[src/rtl/dbg_match_pkg.sv]
package dbg_match_pkg;
  typedef enum logic [1:0] {
    WP_OFF = 2'b00,
    WP_RD  = 2'b01,
    WP_WR  = 2'b10,
    WP_ANY = 2'b11
  } wp_mode_e;
endpackage

[src/rtl/dbg_bp_cmp.sv]
module dbg_bp_cmp #(
  parameter int ADDR_W = 32
) (
  input  logic [ADDR_W-1:0] slot_reg,
  input  logic              fetch_valid,
  input  logic [ADDR_W-1:0] fetch_pc,
  output logic              hit
);
  // bit 0 of the slot register is the arm bit; compare address has bit 0 clear
  logic [ADDR_W-1:0] cmp_addr;
  assign cmp_addr = {slot_reg[ADDR_W-1:1], 1'b0};
  assign hit = fetch_valid & slot_reg[0] & (fetch_pc == cmp_addr);
endmodule

[src/rtl/dbg_wp_cmp.sv]
module dbg_wp_cmp
  import dbg_match_pkg::*;
#(
  parameter int ADDR_W = 32
) (
  input  wp_mode_e          mode,
  input  logic [ADDR_W-1:0] addr_reg,
  input  logic [ADDR_W-1:0] mem_addr,
  input  logic              mem_rd,
  input  logic              mem_wr,
  output logic              hit
);
  logic kind_ok;
  always_comb begin
    case (mode)
      WP_RD:   kind_ok = mem_rd;
      WP_WR:   kind_ok = mem_wr;
      WP_ANY:  kind_ok = mem_rd | mem_wr;
      default: kind_ok = 1'b0;
    endcase
  end
  assign hit = kind_ok & (mem_addr == addr_reg);
endmodule

[src/rtl/dbg_req_hold.sv]
module dbg_req_hold (
  input  logic clk,
  input  logic rst,
  input  logic bp_set,
  input  logic wp_set,
  input  logic req_ack,
  output logic bp_req,
  output logic wp_req,
  output logic wp_pend
);
  logic bp_pend;
  logic bp_clr, wp_clr;

  // the acknowledge goes to whichever request is presented, breakpoint first
  assign bp_clr = req_ack & bp_pend;
  assign wp_clr = req_ack & ~bp_pend & wp_pend;

  always_ff @(posedge clk) begin
    if (rst) begin
      bp_pend <= 1'b0;
      wp_pend <= 1'b0;
    end else begin
      bp_pend <= (bp_pend & ~bp_clr) | bp_set;
      wp_pend <= (wp_pend & ~wp_clr) | wp_set;
    end
  end

  assign bp_req = bp_pend;
  assign wp_req = wp_pend & ~bp_pend;
endmodule

[src/rtl/dbg_match_unit.sv]
module dbg_match_unit
  import dbg_match_pkg::*;
#(
  parameter int ADDR_W = 32,
  parameter int NUM_BP = 4,
  parameter int NUM_WP = 4,
  parameter int SEL_W  = $clog2(NUM_BP + NUM_WP + 1)
) (
  input  logic              clk,
  input  logic              rst,
  input  logic              cfg_we,
  input  logic [SEL_W-1:0]  cfg_sel,
  input  logic [ADDR_W-1:0] cfg_wdata,
  input  logic              fetch_valid,
  input  logic [ADDR_W-1:0] fetch_pc,
  input  logic [ADDR_W-1:0] mem_addr,
  input  logic              mem_rd,
  input  logic              mem_wr,
  input  logic              req_ack,
  output logic              bp_req,
  output logic              wp_req,
  output logic              stall_access
);
  localparam int MODE_W   = 2 * NUM_WP;
  localparam int WP_BASE  = NUM_BP;
  localparam int MODE_SEL = NUM_BP + NUM_WP;

  logic [ADDR_W-1:0] bp_slot_q [NUM_BP];
  logic [ADDR_W-1:0] wp_addr_q [NUM_WP];
  logic [MODE_W-1:0] wp_mode_q;

  always_ff @(posedge clk) begin
    if (rst) begin
      for (int i = 0; i < NUM_BP; i++) bp_slot_q[i] <= '0;
      for (int j = 0; j < NUM_WP; j++) wp_addr_q[j] <= '0;
      wp_mode_q <= '0;
    end else if (cfg_we) begin
      for (int i = 0; i < NUM_BP; i++)
        if (cfg_sel == SEL_W'(i)) bp_slot_q[i] <= cfg_wdata;
      for (int j = 0; j < NUM_WP; j++)
        if (cfg_sel == SEL_W'(WP_BASE + j)) wp_addr_q[j] <= cfg_wdata;
      if (cfg_sel == SEL_W'(MODE_SEL)) wp_mode_q <= cfg_wdata[MODE_W-1:0];
    end
  end

  logic [NUM_BP-1:0] bp_hit;
  logic [NUM_WP-1:0] wp_hit;

  for (genvar g = 0; g < NUM_BP; g++) begin : g_bp
    dbg_bp_cmp #(.ADDR_W(ADDR_W)) u_cmp (
      .slot_reg    (bp_slot_q[g]),
      .fetch_valid (fetch_valid),
      .fetch_pc    (fetch_pc),
      .hit         (bp_hit[g])
    );
  end

  for (genvar g = 0; g < NUM_WP; g++) begin : g_wp
    dbg_wp_cmp #(.ADDR_W(ADDR_W)) u_cmp (
      .mode     (wp_mode_e'(wp_mode_q[2*g +: 2])),
      .addr_reg (wp_addr_q[g]),
      .mem_addr (mem_addr),
      .mem_rd   (mem_rd),
      .mem_wr   (mem_wr),
      .hit      (wp_hit[g])
    );
  end

  logic any_bp, any_wp, wp_pend;
  assign any_bp = |bp_hit;
  assign any_wp = |wp_hit;

  dbg_req_hold u_hold (
    .clk     (clk),
    .rst     (rst),
    .bp_set  (any_bp),
    .wp_set  (any_wp),
    .req_ack (req_ack),
    .bp_req  (bp_req),
    .wp_req  (wp_req),
    .wp_pend (wp_pend)
  );

  // combinational so the access is held in the cycle it would complete
  assign stall_access = any_wp | wp_pend;
endmodule

[config.mk]
export PLATFORM = sky130hd
export DESIGN_NAME = dbg_match_unit
export DESIGN_NICKNAME = d
export VERILOG_FILES = /design/src/rtl/dbg_match_pkg.sv /design/src/rtl/dbg_bp_cmp.sv /design/src/rtl/dbg_wp_cmp.sv /design/src/rtl/dbg_req_hold.sv /design/src/rtl/dbg_match_unit.sv
export SDC_FILE = /design/constraint.sdc
export NUM_CORES = 1
export LEC_CHECK = 0
export ABC_CLOCK_PERIOD_IN_PS = 3800
export CAP_MARGIN = 20
export CORE_MARGIN = 2
export CORE_UTILIZATION = 53
export CTS_CLUSTER_DIAMETER = 80
export CTS_CLUSTER_SIZE = 16
export DETAILED_ROUTE_END_ITERATION = 8
export PLACE_DENSITY = 0.74
export RECOVER_POWER = 25
export SETUP_SLACK_MARGIN = 0.2
export SYNTH_ARGS = -nofsm -noshare
export SYNTH_HDL_FRONTEND = slang
export SYNTH_SLANG_ARGS = --single-unit
export TNS_END_PERCENT = 1
[constraint.sdc]
create_clock -name clk -period 3.8 [get_ports clk]
set_input_delay 0.76 -clock clk [delete_from_list [all_inputs] [get_ports clk]]
set_output_delay 0.76 -clock clk [all_outputs]
set_load 0.01 [all_outputs]
==> results of run 1 <==
-- kinds of logic (layout without fill, tap and decap cells) --
kind of cell | count (synthesis) | after routing | share of synthesized area [%]
and+or+nand+nor | 379 | 379 | 18.31
DFF | 266 | 266 | 61.69
xor gates and xnor gates | 252 | 252 | 17.38
buffers and inverters | 36 | 193 | 1.164
AOI/OAI and AO/OA | 16 | 16 | 0.8318
muxes | 8 | 8 | 0.6263
-- critical path, delay by kind of cell --
family | cells | cell delay (ps)
buffers and inverters | 3 | 730
AND/OR/NAND/NOR | 5 | 1130
XOR/XNOR | 1 | 150
-- sequential cells by signal (all words and copies together) (netlist names) --
register,count
u_hold.bp_req,1
wp_mode_q,8
u_hold.wp_pend,1
bp_slot_q,128
wp_addr_q,128
-- cells in the final DEF, fill, tap and decap left out, types with 2 or more instances in the layout --
master / count
nor4_1: 24
nor4_2: 15
dfxtp_1: 10
nor3_2: 3
a22oi_1: 4
clkbuf_16: 21
buf_12: 4
nor3_1: 4
clkbuf_2: 6
nand4_1: 25
clkbuf_1: 16
xnor2_1: 91
o31ai_4: 2
nand2b_1: 3
buf_4: 35
nand2_1: 3
and2_1: 232
mux2i_1: 8
dlygate4sd2_1: 2
nor2_1: 12
xor2_1: 159
edfxtp_1: 256
nor4_4: 5
nand3b_1: 3
dlymetal6s2s_1: 5
and2_0: 24
dlygate4sd3_1: 2
inv_1: 2
nand3_1: 13
clkdlybuf4s50_1: 99
o21ai_4: 4
nor2_2: 6
-- through the flow --
step / util, % / hold WS [ps] / setup slack (ps) / setup TNS (ps) / instance area [um^2]
final: 65.04 / 504.3 / 267.4 / 0 / 15360
after detailed placement: 61.94 / 490.1 / -376.7 / -376.7 / 14630
after CTS: 64.84 / 506.0 / 222.9 / 0 / 15310
after global routing: 65.04 / 543.2 / 219.9 / 0 / 15360
after global placement: 61.94 / 475.6 / -384.0 / -384.0 / 14630
after floorplan: - / 457.4 / -67.96 / -2175 / 12790
-- metal layers --
| metal | vias up | GRT usage (%) | routed length [um] |
|---|---|---|---|
| met5 | - | 0 | 0 |
| met4 | 0 | 5.372 | 518 |
| met3 | 34 | 4.298 | 3327 |
| met2 | 411 | 41.98 | 15760 |
| met1 | 3995 | 40.25 | 14290 |
| li1 | 3612 | - | - |
-- worst paths after layout --
path	start	slack [ps]	cells past startpoint	end
setup / recovery	mem_addr[1]	270	9	stall_access
hold reg to reg	wp_mode_q[0]	500	2	wp_mode_q[0]
setup reg to reg	bp_slot_q[1][20]	1630	5	u_hold.bp_req
hold / removal	wp_mode_q[0]	500	2	wp_mode_q[0]
-- area by class of cell --
type                    instances  area, um^2
fillers                      1816        8255
clock buffers                  35       578.1
inverters                       2       7.507
clock inverters                 1       8.758
flip-flops and latches        266        7888
well taps                     319       399.1
repair buffers                155        1471
multi-input cells             655        5005
-- what timing repair did --
action	CTS	global route
pin swaps	6	9
setup endpoints to repair	1	1
resized for setup	20	16
-- power by group --
part / internal, mW / switching [mW]
combinational: 0.311 / 0.444
clock: 1.04 / 0.976
sequential: 3.38 / 0.0745
==> impl_metrics.csv, run 1 <==
group,metric,value,unit
worst_setup_path,crit_path_end_kind,"primary output",
timing,slew-limit-headroom,22.92,%
timing,final-setup-viol-count,0,
global_routing,grt_pass1_vias,8083,
power,p_leak,5.404,nW
clock_tree,ctsLongestPathBuffers,3,
logic_synthesis,synth_edf_count,256,
global_routing,grt_antenna_before_repair,0,
floorplanning,io_pins,110,
floorplanning,rows,56,
logic_synthesis,netlist_instances,957,
layout,drive_above_1_share,9.695,%
drt,wire_per_inst,23.65,um
timing,fmax,283.1,MHz
layout,syn_to_final_growth,20.11,%
floorplanning,die-area,25380,um^2
timing,finalHoldViolCount,0,
logic_synthesis,synth_fp_nets,1064,
worst_setup_path,slowest_delay,440,ps
logic_synthesis,synthArstFlopShare,0,%
place,port_buffers,109,
clock_tree,cts-buffers-inserted,20,
logic_synthesis,synth_top_cell_by_area,"edfxtp_1",
clock_tree,cts_root_buffer,"clkbuf_16",
logic_synthesis,ys_top_cells_by_count,"256 x and2_1, 256 x edfxtp_1, 159 x xor2_1",
power,peakVddDrop,0.2640,mV
floorplanning,core_area,23610,um^2
clock_tree,postCtsSetupBuffers,0,
floorplanning,die_w,159.3,um
logic_synthesis,synth_area_leaders,"edfxtp_1 60%, and2_1 13%, xor2_1 11%",
timing,finClkSkew,8.575,ps
worst_setup_path,critPathLaunchType,"input pin",
flow_run,max-cap-violations,0,
global_routing,grt_usage,26.86,%
clock_tree,clock-sinks,266,
floorplanning,dieHeight,159.3,um
clock_tree,cts_hold_buf,0,
place,dp.cells,1396,
timing,finalCriticalPeriod,3533,ps
layout,diodes,0,
drt,drtAntennaViolNets,0,
clock_tree,htreeDepth,1,
drt,drt_iter0_markers,842,
floorplanning,initial_core_util,54.15,%
drt,drt_pass1_iterations,5,
logic_synthesis,syn-cell-area,12790,um^2
power,finalPower,6.222,mW
worst_setup_path,worstSetupPathType,"input pin to primary output",
worst_setup_path,slowest_stage,"clkdlybuf4s50_1",
layout,fin_nets,1207,
hold_path,holdCritPathClass,"flip-flop to flip-flop",
layout,fin_cells,1433,
worst_setup_path,cp_max_fo,4,
place,dp_hpwl,23.65,mm
clock_tree,clock_latency,500,ps
clock_tree,clk_pin_slew,70,ps
power,power_density,405.2,nW/um^2
logic_synthesis,synth_area_per_cell,13.36,um^2
global_routing,grt_max_degree,33,
clock_tree,cts_tree,"built",
timing,rsz0062_at_grt,"no",
logic_synthesis,yosysWarningCount,0,
place,place_congestion,0.9184,
drt,num_vias,8052,
logic_synthesis,synth-seq-area-share,61.69,%
global_routing,gr-total-overflow,0,
worst_setup_path,arrival,2770,ps
logic_synthesis,ys_seq_elements,266,
logic_synthesis,ys_types,36,
status,status,"finished, final reports clean",
worst_setup_path,path_cells,"clkdlybuf4s50_1 > buf_12 > xor2_1 > nor4_2 > nand4_1 > nor3_2 > nor4_4 > nand2b_1 > clkbuf_2",
logic_synthesis,synth_flop_cell,"edfxtp_1",
logic_synthesis,yosysTopAreaCellShare,60.12,%
timing,fin_crit_sh,92.96,%
drt,drc,0,
drt,viasPerCell,5.619,
worst_setup_path,required,3040,ps
global_routing,grt_pass1_wl,50.49,mm
timing,drv_slew,0,
timing,worst_slew_pin_slew,1156,ps
drt,finalWirelength,33.89,mm
No activity file was read; power rests on OpenSTA's default activity.
==> inputs of run 2 (changes only) <==
--- a/config.mk
+++ b/config.mk
@@ -7,7 +7,7 @@
 export LEC_CHECK = 0
 export ABC_CLOCK_PERIOD_IN_PS = 3800
 export CAP_MARGIN = 20
-export CORE_MARGIN = 2
+export CORE_MARGIN = 5
 export CORE_UTILIZATION = 53
 export CTS_CLUSTER_DIAMETER = 80
 export CTS_CLUSTER_SIZE = 16
==> run 2 against run 1 <==
  * The run now ends with max-capacitance violations, max-slew violations left
  * Clock-buffer cell count is the same
  * Setup slack lost 82 ps
  * Clock skew shrank 2.1 ps
  * Core utilization grew 0.56 points
  * Maximum frequency shrank 2.3%
  * Critical endpoint unchanged
  * Largest power group unchanged
==> impl_metrics.csv, run 2 (synthesized netlist as in run 1, its figures left out) <==
group,metric,value,unit
clock_tree,ctsLongestPathBuffers,3,
timing,fin_ws,185.2,ps
layout,drive_above_1_share,10.74,%
drt,viasPerCell,5.607,
global_routing,grt_antenna_before_repair,0,
power,peakVddDrop,0.2876,mV
global_routing,grt_pass1_vias,8107,
timing,finalHoldViolCount,0,
worst_setup_path,required,3040,ps
worst_setup_path,slowest_stage,"clkdlybuf4s50_1",
floorplanning,core_area,23610,um^2
global_routing,grt_usage,25.64,%
place,place_congestion,0.9241,
hold_path,holdCritPathClass,"flip-flop to flip-flop",
clock_tree,cts_root_buffer,"clkbuf_16",
clock_tree,htreeDepth,1,
timing,tns,0,ps
worst_setup_path,startpoint,"mem_addr[11]",
place,postPlaceCellArea,14750,um^2
status,status,"finished with violations",
drt,finalWirelength,34.76,mm
drt,drt_iter0_markers,826,
timing,drv_slew,107,
hold_path,min_from,"u_hold.wp_pend",
clock_tree,cts-buffers-inserted,20,
timing,fin_crit_sh,95.13,%
floorplanning,rows,56,
worst_setup_path,slowest_delay,540,ps
power,power_density,403.9,nW/um^2
worst_setup_path,crit_path_end_kind,"primary output",
layout,stdcell_area,15490,um^2
layout,syn_to_final_growth,21.14,%
timing,fmax,276.6,MHz
layout,fin_util,65.59,%
place,dp.cells,1410,
clock_tree,clock-sinks,266,
worst_setup_path,critPathLaunchType,"input pin",
timing,worst_slew_pin_slew,2152,ps
layout,fin_nets,1220,
timing,rsz0062_at_grt,"no",
place,dp_hpwl,24.37,mm
clock_tree,postCtsSetupBuffers,0,
layout,layout_commonest_cell,"edfxtp_1",
power,p_leak,5.491,nW
timing,finalCriticalPeriod,3615,ps
drt,num_vias,8108,
layout,layout_common_cells,"256 x edfxtp_1, 237 x and2_1, 156 x xor2_1, 97 x clkdlybuf4s50_1, 91 x xnor2_1",
floorplanning,io_pins,110,
drt,drc,0,
flow_run,max-cap-violations,4,
floorplanning,initial_core_util,54.15,%
global_routing,grt_max_degree,33,
worst_setup_path,arrival,2850,ps
timing,finClkSkew,6.467,ps
timing,slew-limit-headroom,-43.49,%
drt,drtAntennaViolNets,0,
clock_tree,cts_tree,"built",
floorplanning,die-area,27330,um^2
worst_setup_path,worstSetupPathType,"input pin to primary output",
place,port_buffers,109,
global_routing,grt_pass1_wl,50.69,mm
place,pre_cts_slack,-439.1,ps
drt,wire_per_inst,24.04,um
worst_setup_path,r2r-start,"bp_slot_q[1][20]",
clock_tree,clock_latency,510,ps
global_routing,gr-total-overflow,0,
timing,final-setup-viol-count,0,
floorplanning,dieHeight,165.3,um
floorplanning,die_w,165.3,um
worst_setup_path,cp_max_fo,4,
drt,drt_pass1_iterations,5,
status,violations,"max-capacitance violations, max-slew violations",
layout,diodes,0,
worst_setup_path,ff2ff_setup_slack,1540,ps
clock_tree,clk_pin_slew,70,ps
worst_setup_path,path_cells,"clkdlybuf4s50_1 > xor2_1 > buf_4 > nor4_1 > nand4_1 > nor3_4 > nor4_4 > nand2b_1 > clkdlybuf4s15_1",
layout,fin_cells,1446,
layout,top_regs,"bp_slot_q (128), wp_addr_q (128), wp_mode_q (8)",
==> run 2: what timing repair did <==
item / in CTS / in global routing
hold buffers: 0 / 0
pin swaps: 5 / 7
endpoints found under the hold margin: 0 / 0
gates resized for setup: 19 / 22
setup endpoints to repair: 1 / 1
==> run 2: worst max-delay path: cells and delay by family <==
kind,cells,cell delay [ps]
XOR/XNOR,1,240
buffers and inverters,3,920
AND/OR/NAND/NOR,5,920
==> run 2: where the power goes <==
group	switching, mW	total, mW	internal [mW]
clock network	0.990	2.03	1.04
logic	0.450	0.772	0.321
registers	0.0746	3.46	3.38
==> run 2: layout make-up <==
type	count	area [um^2]
clock buffers	35	578.1
clock inverters	1	8.758
fillers	1794	8124
inverters	2	7.507
multi-input cells	655	5031
flip-flops and latches	266	7888
well taps	319	399.1
repair buffers	168	1577
==> run 2: final timing paths <==
kind,endpoint,depth (start not counted)
worst max-delay path,stall_access,9
worst min-delay path,u_hold.wp_pend,2
worst max register to register,u_hold.bp_req,5
worst min register to register,u_hold.wp_pend,2
==> run 2: through the flow <==
stage	power [mW]	hold WS [ps]
after floorplan	3.824	457.4
after global placement	4.249	474.7
after detailed placement	4.264	492.4
after CTS	6.256	509.3
after global routing	6.448	529.8
final	6.255	510.3
==> run 2: layer usage <==
layer / up-vias / part of all wire (%) / global-route usage (%)
li1: 3637 / - / -
met1: 4021 / 42 / 37.08
met2: 407 / 46 / 40.18
met3: 43 / 10 / 5.510
met4: 0 / 2.0 / 5.999
met5: - / 0 / 0
